`config.mk`:
```
export PLATFORM = sky130hd
export DESIGN_NAME = tblptr_unit
export DESIGN_NICKNAME = d
export VERILOG_FILES = /design/src/rtl/tp_pkg.sv /design/src/rtl/tp_sequencer.sv /design/src/rtl/tp_pointer.sv /design/src/rtl/tp_latch.sv /design/src/rtl/tblptr_unit.sv
export SDC_FILE = /design/constraint.sdc
export NUM_CORES = 1
export LEC_CHECK = 0
export BUFFER_PORTS_ARGS = -buffer_cell sky130_fd_sc_hd__buf_4
export CAP_MARGIN = 10
export CORE_ASPECT_RATIO = 1.5
export CORE_MARGIN = 4
export CORE_UTILIZATION = 35
export DETAILED_ROUTE_END_ITERATION = 16
export SLEW_MARGIN = 20
export SYNTH_ARGS = -nofsm -noshare
export SYNTH_HDL_FRONTEND = slang
export SYNTH_SLANG_ARGS = --single-unit
```
`constraint.sdc`:
```
create_clock -name clk -period 6.88 [get_ports clk]
set_clock_uncertainty 0.2 [all_clocks]
set_input_delay 0.688 -clock clk [delete_from_list [all_inputs] [get_ports clk]]
set_output_delay 0.688 -clock clk [all_outputs]
set_load 0.01 [all_outputs]
```
`src/rtl/tp_pkg.sv`:
```
package tp_pkg;

  typedef enum logic [1:0] {
    MODE_HOLD     = 2'b00,
    MODE_POST_INC = 2'b01,
    MODE_POST_DEC = 2'b10,
    MODE_PRE_INC  = 2'b11
  } tp_mode_e;

  typedef enum logic [1:0] {
    PH_IDLE   = 2'b00,
    PH_ACCESS = 2'b01,
    PH_SETTLE = 2'b10
  } tp_phase_e;

endpackage

```
`src/rtl/tp_sequencer.sv`:
```
module tp_sequencer
  import tp_pkg::*;
(
  input  logic     clk,
  input  logic     rst_n,
  input  logic     req_valid,
  input  logic     req_write,
  input  tp_mode_e req_mode,
  output logic     accept,
  output logic     load_ok,
  output logic     access_fire,
  output logic     commit_fire,
  output logic     busy,
  output logic     op_write,
  output tp_mode_e op_mode
);

  tp_phase_e phase_q, phase_d;

  assign accept      = req_valid && (phase_q == PH_IDLE);
  assign load_ok     = !req_valid && (phase_q == PH_IDLE);
  assign access_fire = (phase_q == PH_ACCESS);
  assign commit_fire = (phase_q == PH_SETTLE);
  assign busy        = (phase_q != PH_IDLE);

  always_comb begin
    phase_d = phase_q;
    unique case (phase_q)
      PH_IDLE:   if (req_valid) phase_d = PH_ACCESS;
      PH_ACCESS: phase_d = PH_SETTLE;
      PH_SETTLE: phase_d = PH_IDLE;
      default:   phase_d = PH_IDLE;
    endcase
  end

  always_ff @(posedge clk or negedge rst_n) begin
    if (!rst_n) begin
      phase_q  <= PH_IDLE;
      op_write <= 1'b0;
      op_mode  <= MODE_HOLD;
    end else begin
      phase_q <= phase_d;
      if (accept) begin
        op_write <= req_write;
        op_mode  <= req_mode;
      end
    end
  end

endmodule

```
`src/rtl/tp_pointer.sv`:
```
module tp_pointer
  import tp_pkg::*;
#(
  parameter int PTR_W = 21
) (
  input  logic             clk,
  input  logic             rst_n,
  input  logic             accept,
  input  logic             load_ok,
  input  logic             commit_fire,
  input  tp_mode_e         req_mode,
  input  tp_mode_e         op_mode,
  input  logic             ptr_ld,
  input  logic [PTR_W-1:0] ptr_ld_val,
  output logic [PTR_W-1:0] ptr_q,
  output logic [PTR_W-1:0] addr_q
);

  localparam logic [PTR_W-1:0] ONE = PTR_W'(1);

  // Address used by the access for a given mode.
  function automatic logic [PTR_W-1:0] access_addr(input logic [PTR_W-1:0] p,
                                                   input tp_mode_e m);
    return (m == MODE_PRE_INC) ? p + ONE : p;
  endfunction

  // Pointer value after the operation, derived from the accessed address.
  function automatic logic [PTR_W-1:0] final_ptr(input logic [PTR_W-1:0] a,
                                                 input tp_mode_e m);
    logic [PTR_W-1:0] r;
    unique case (m)
      MODE_POST_INC: r = a + ONE;
      MODE_POST_DEC: r = a - ONE;
      default:       r = a;
    endcase
    return r;
  endfunction

  always_ff @(posedge clk or negedge rst_n) begin
    if (!rst_n) begin
      ptr_q  <= '0;
      addr_q <= '0;
    end else begin
      if (accept) addr_q <= access_addr(ptr_q, req_mode);
      if (commit_fire)          ptr_q <= final_ptr(addr_q, op_mode);
      else if (load_ok && ptr_ld) ptr_q <= ptr_ld_val;
    end
  end

endmodule

```
`src/rtl/tp_latch.sv`:
```
module tp_latch #(
  parameter int DATA_W = 8
) (
  input  logic              clk,
  input  logic              rst_n,
  input  logic              load_ok,
  input  logic              commit_fire,
  input  logic              op_write,
  input  logic              lat_ld,
  input  logic [DATA_W-1:0] lat_ld_val,
  input  logic [DATA_W-1:0] mem_rdata,
  output logic [DATA_W-1:0] latch_q
);

  always_ff @(posedge clk or negedge rst_n) begin
    if (!rst_n) begin
      latch_q <= '0;
    end else if (commit_fire && !op_write) begin
      latch_q <= mem_rdata;
    end else if (load_ok && lat_ld) begin
      latch_q <= lat_ld_val;
    end
  end

endmodule

```
`src/rtl/tblptr_unit.sv`:
```
module tblptr_unit
  import tp_pkg::*;
#(
  parameter int PTR_W  = 21,
  parameter int DATA_W = 8
) (
  input  logic              clk,
  input  logic              rst_n,
  input  logic              req_valid,
  input  logic              req_write,
  input  logic [1:0]        req_mode,
  input  logic              ptr_ld,
  input  logic [PTR_W-1:0]  ptr_ld_val,
  input  logic              lat_ld,
  input  logic [DATA_W-1:0] lat_ld_val,
  output logic [PTR_W-1:0]  ptr_q,
  output logic [DATA_W-1:0] latch_q,
  output logic              busy,
  output logic [PTR_W-1:0]  mem_addr,
  output logic              mem_rd,
  output logic              mem_wr,
  output logic [DATA_W-1:0] mem_wdata,
  input  logic [DATA_W-1:0] mem_rdata
);

  logic     accept, load_ok, access_fire, commit_fire, op_write;
  tp_mode_e op_mode_e, req_mode_e;
  logic [1:0] op_mode;

  assign req_mode_e = tp_mode_e'(req_mode);
  assign op_mode    = op_mode_e;

  tp_sequencer u_seq (
    .clk         (clk),
    .rst_n       (rst_n),
    .req_valid   (req_valid),
    .req_write   (req_write),
    .req_mode    (req_mode_e),
    .accept      (accept),
    .load_ok     (load_ok),
    .access_fire (access_fire),
    .commit_fire (commit_fire),
    .busy        (busy),
    .op_write    (op_write),
    .op_mode     (op_mode_e)
  );

  tp_pointer #(.PTR_W(PTR_W)) u_ptr (
    .clk         (clk),
    .rst_n       (rst_n),
    .accept      (accept),
    .load_ok     (load_ok),
    .commit_fire (commit_fire),
    .req_mode    (req_mode_e),
    .op_mode     (op_mode_e),
    .ptr_ld      (ptr_ld),
    .ptr_ld_val  (ptr_ld_val),
    .ptr_q       (ptr_q),
    .addr_q      (mem_addr)
  );

  tp_latch #(.DATA_W(DATA_W)) u_lat (
    .clk         (clk),
    .rst_n       (rst_n),
    .load_ok     (load_ok),
    .commit_fire (commit_fire),
    .op_write    (op_write),
    .lat_ld      (lat_ld),
    .lat_ld_val  (lat_ld_val),
    .mem_rdata   (mem_rdata),
    .latch_q     (latch_q)
  );

  assign mem_rd    = access_fire && !op_write;
  assign mem_wr    = access_fire && op_write;
  assign mem_wdata = latch_q;

endmodule

```
==> flow_metrics.py <==
metrics = {
    "run_status": {
        "run_status": "finished, final reports clean",
    },
    "sta": {
        "fin_crit_sh_pct": 46.5,
        "worst_pin_slew_ns": 0.944,
        "slew_viol_final": 0,
        "slew_headroom_pct": 37.1,
        "hold_violations": 0,
        "finalSetupViolations": 0,
        "rsz0062_at_grt": "false",
        "fmax_mhz": 312,
        "fin_crit_ns": 3.20,
        "fin_tns_setup_ns": 0,
    },
    "final_layout": {
        "final_cell_area_sq_mm": 0.00522,
        "drive_above_1_share_pct": 21.4,
        "area_growth_pct": 21.3,
        "finalNetCount": 659,
        "n_fill_cell": 1242,
        "num_antenna_cells": 0,
    },
    "placement": {
        "io_buffers": 105,
        "hpwl_um": 9770,
        "placed_area_sq_mm": 0.00502,
        "place_congestion": 0.862,
    },
    "drt": {
        "first_pass_iters": 5,
        "viasPerCell": 5.58,
        "drt_iter0_markers": 409,
        "drc": 0,
        "drtAntennaViolNets": 0,
        "drt-total-wl_um": 13600,
        "via_count": 4260,
        "wl_per_cell_um": 17.8,
    },
    "setup_path": {
        "cp_max_fo": 51,
        "cp_slowest_stage_delay_ns": 0.41,
        "critical_path_arrival_ns": 3.21,
        "worstPathRequired_ns": 6.89,
        "crit_path_end_kind": "flop",
        "rr_endpoint": "u_ptr.ptr_q[20]",
        "reg2reg_depth": 12,
        "r2r_setup_slack_ns": 3.68,
        "path_cells": "inv_1 -> ha_1 -> buf_4 -> xor2_1 -> ha_1 -> nor3b_1 -> o21ai_2 -> a22oi_2 -> o211ai_1 -> a21oi_1 -> nor3_1 -> a311oi_1",
        "crit_top_cell": "ha_1",
        "path_class": "reg -> reg",
        "rr_startpoint": "u_seq.op_mode[0]",
        "cpMaxStageDelayCell": "buf_4",
        "worstSetupStartpointType": "flop",
    },
    "clock_tree": {
        "cts_setup_buffers": 0,
        "clock_latency_ns": 0.30,
        "cts_tree": "yes",
        "cts_sinks": 55,
        "root_buffer": "clkbuf_16",
        "cts.clk_slew.worst_paths_ns": 0.08,
        "cts_buffers": 5,
        "max-clock-path-buffers": 2,
        "hold_buffers": 0,
        "cts_resized": 0,
        "htreeDepth": 2,
    },
    "logic_synthesis": {
        "synth-seq-area-share_pct": 32.0,
        "synth_nets": 599,
        "synth_common_cells": "nand2_1 (82), dfrtp_1 (55), a21oi_1 (51)",
        "synth_edf_count": 0,
        "synth_top_area_cell": "dfrtp_1",
        "yosysMostFrequentCell": "nand2_1",
        "netlist_instances": 550,
        "synth-main-ff-cell": "dfrtp_1",
        "synth_area_per_cell_sq_um": 7.81,
        "synth-seq-cells": 55,
        "synth_top_area_share_pct": 32.0,
        "netlist_top_cells_area": "dfrtp_1 (32%), nand2_1 (7.2%), a21oi_1 (5.9%)",
        "ys_types": 67,
        "async_flop_share_pct": 100,
        "yosysWarnings": 0,
        "netlist_area_sq_mm": 0.00430,
    },
    "die": {
        "ios": 106,
        "fp-row-count": 49,
        "fp.dieH_um": 144,
        "dieArea_sq_mm": 0.0142,
        "start_util_pct": 35.8,
        "core_sq_mm": 0.0120,
        "die_w_um": 98.5,
    },
    "grt": {
        "grt_overflow": 0,
        "grt_max_degree": 56,
        "grt_pass1_wl_um": 21900,
        "grt.total_usage_pct": 19.1,
        "antenna_found_initial": 0,
        "grt_pass1_vias": 4219,
    },
    "power": {
        "intPower_uw": 1260,
        "p_sw_share_pct": 47.1,
        "power_density_mw_per_mm2": 456,
        "p_comb_share_pct": 51.0,
        "vdd_ir_drop_max_mv": 0.193,
        "leakagePower_uw": 0.00217,
        "p_sw_uw": 1120,
        "seqPwrFrac_pct": 34.7,
        "pwr-share-clk_pct": 14.3,
    },
    "flow_run": {
        "max_cap_violations": 0,
    },
    "hold_path": {
        "hp-class": "in -> async",
    },
}
placed cells by master, fill, tap and decap left out, types with 4 or more instances in the layout:
cell       netlist  layout
nand4_1          6       6
nor3_1          15      15
xnor2_1         18      18
a31oi_1          7       7
xor2_1          21      21
buf_4           11     109
or3_1            8       8
mux2i_1         14      14
or4_1            4       4
nand2_1         82      82
and4_1           6       6
a211oi_1         4       4
and3_1          17      17
a22oi_1          4       4
o211ai_1         8       8
a21oi_1         51      51
nor2_1          50      49
nor2b_1          5       5
dfrtp_1         55      55
and2_1           5       5
ha_1             4       4
o31ai_1          4       4
clkbuf_16        0       5
o21ai_0         25      25
nand3_1         16      16
inv_1            5       5
layer usage:
| metal | track usage (%) | vias to the layer above | part of all wire [%] |
|---|---|---|---|
| li1 | - | 2065 | - |
| met1 | 24.2 | 2030 | 42 |
| met2 | 33.5 | 148 | 51 |
| met3 | 2.62 | 17 | 4.9 |
| met4 | 6.04 | 0 | 2.2 |
| met5 | 0 | - | 0 |
layout make-up:
type / instances / area, sq um / share of cell area, %
multi-input cells: 432 / 2610 / 50.0
flip-flops and latches: 55 / 1380 / 26.4
repair buffers: 109 / 818 / 15.7
well taps: 153 / 191 / 3.67
clock buffers: 5 / 125 / 2.40
clock inverters: 3 / 67.6 / 1.30
inverters: 7 / 26.3 / 0.504
logic make-up after synthesis:
family	share of synthesized area [%]
multiplexers	3.78
buffers and inverters	7.31
AO/OA/AOI/OAI	20.1
adder cells (fa/ha/maj)	1.16
flip-flops	32.0
AND/OR/NAND/NOR	27.7
XOR/XNOR	7.95
worst max-delay path: cells and delay by family (launching register included):
kind,cells,cell delay (ns)
DFF,1,0.36
and+or+nand+nor,2,0.32
AOI/OAI and AO/OA,5,1.19
adders and majority gates,2,0.34
xor gates and xnor gates,1,0.19
buffers and inverters,2,0.50
metrics by stage:
stage | util [%] | total power [uW] | instances | worst slack (ns) | hold WS, ns
after floorplan | - | 1570 | 550 | 3.55 | 0.192
after global placement | 41.8 | 2020 | 756 | 3.75 | 0.272
after detailed placement | 41.8 | 2040 | 756 | 3.68 | 0.281
after CTS | 43.4 | 2380 | 764 | 3.66 | 0.280
after global routing | 43.4 | 2560 | 764 | 3.37 | 0.316
final | 43.4 | 2380 | 764 | 3.68 | 0.246
flip-flops by register name (all words and copies together), names as in the netlist:
signal	flops
u_seq.phase_q	2
u_seq.op_mode	2
u_seq.op_write	1
u_lat.latch_q	8
u_ptr.ptr_q	21
u_ptr.addr_q	21
power by group through the flow:
stage | clock, uW | combinational [uW] | sequential (uW)
floorplan | 0 | 878 | 689
global placement | 0 | 1200 | 820
detailed placement | 0 | 1210 | 822
CTS | 343 | 1220 | 819
global route | 353 | 1340 | 862
finish | 339 | 1210 | 825
worst max path at each step:
stage | cells past startpoint | end | startpoint
after floorplan | 15 | u_ptr.ptr_q[12] | u_seq.op_mode[0]
after global placement | 9 | u_ptr.ptr_q[19] | u_seq.op_mode[0]
after detailed placement | 12 | u_ptr.ptr_q[20] | u_seq.op_mode[0]
after CTS | 12 | u_ptr.ptr_q[20] | u_seq.op_mode[0]
after global routing | 12 | u_ptr.ptr_q[20] | u_seq.op_mode[0]
final | 12 | u_ptr.ptr_q[20] | u_seq.op_mode[0]
No activity file was read; power rests on OpenSTA's default activity.
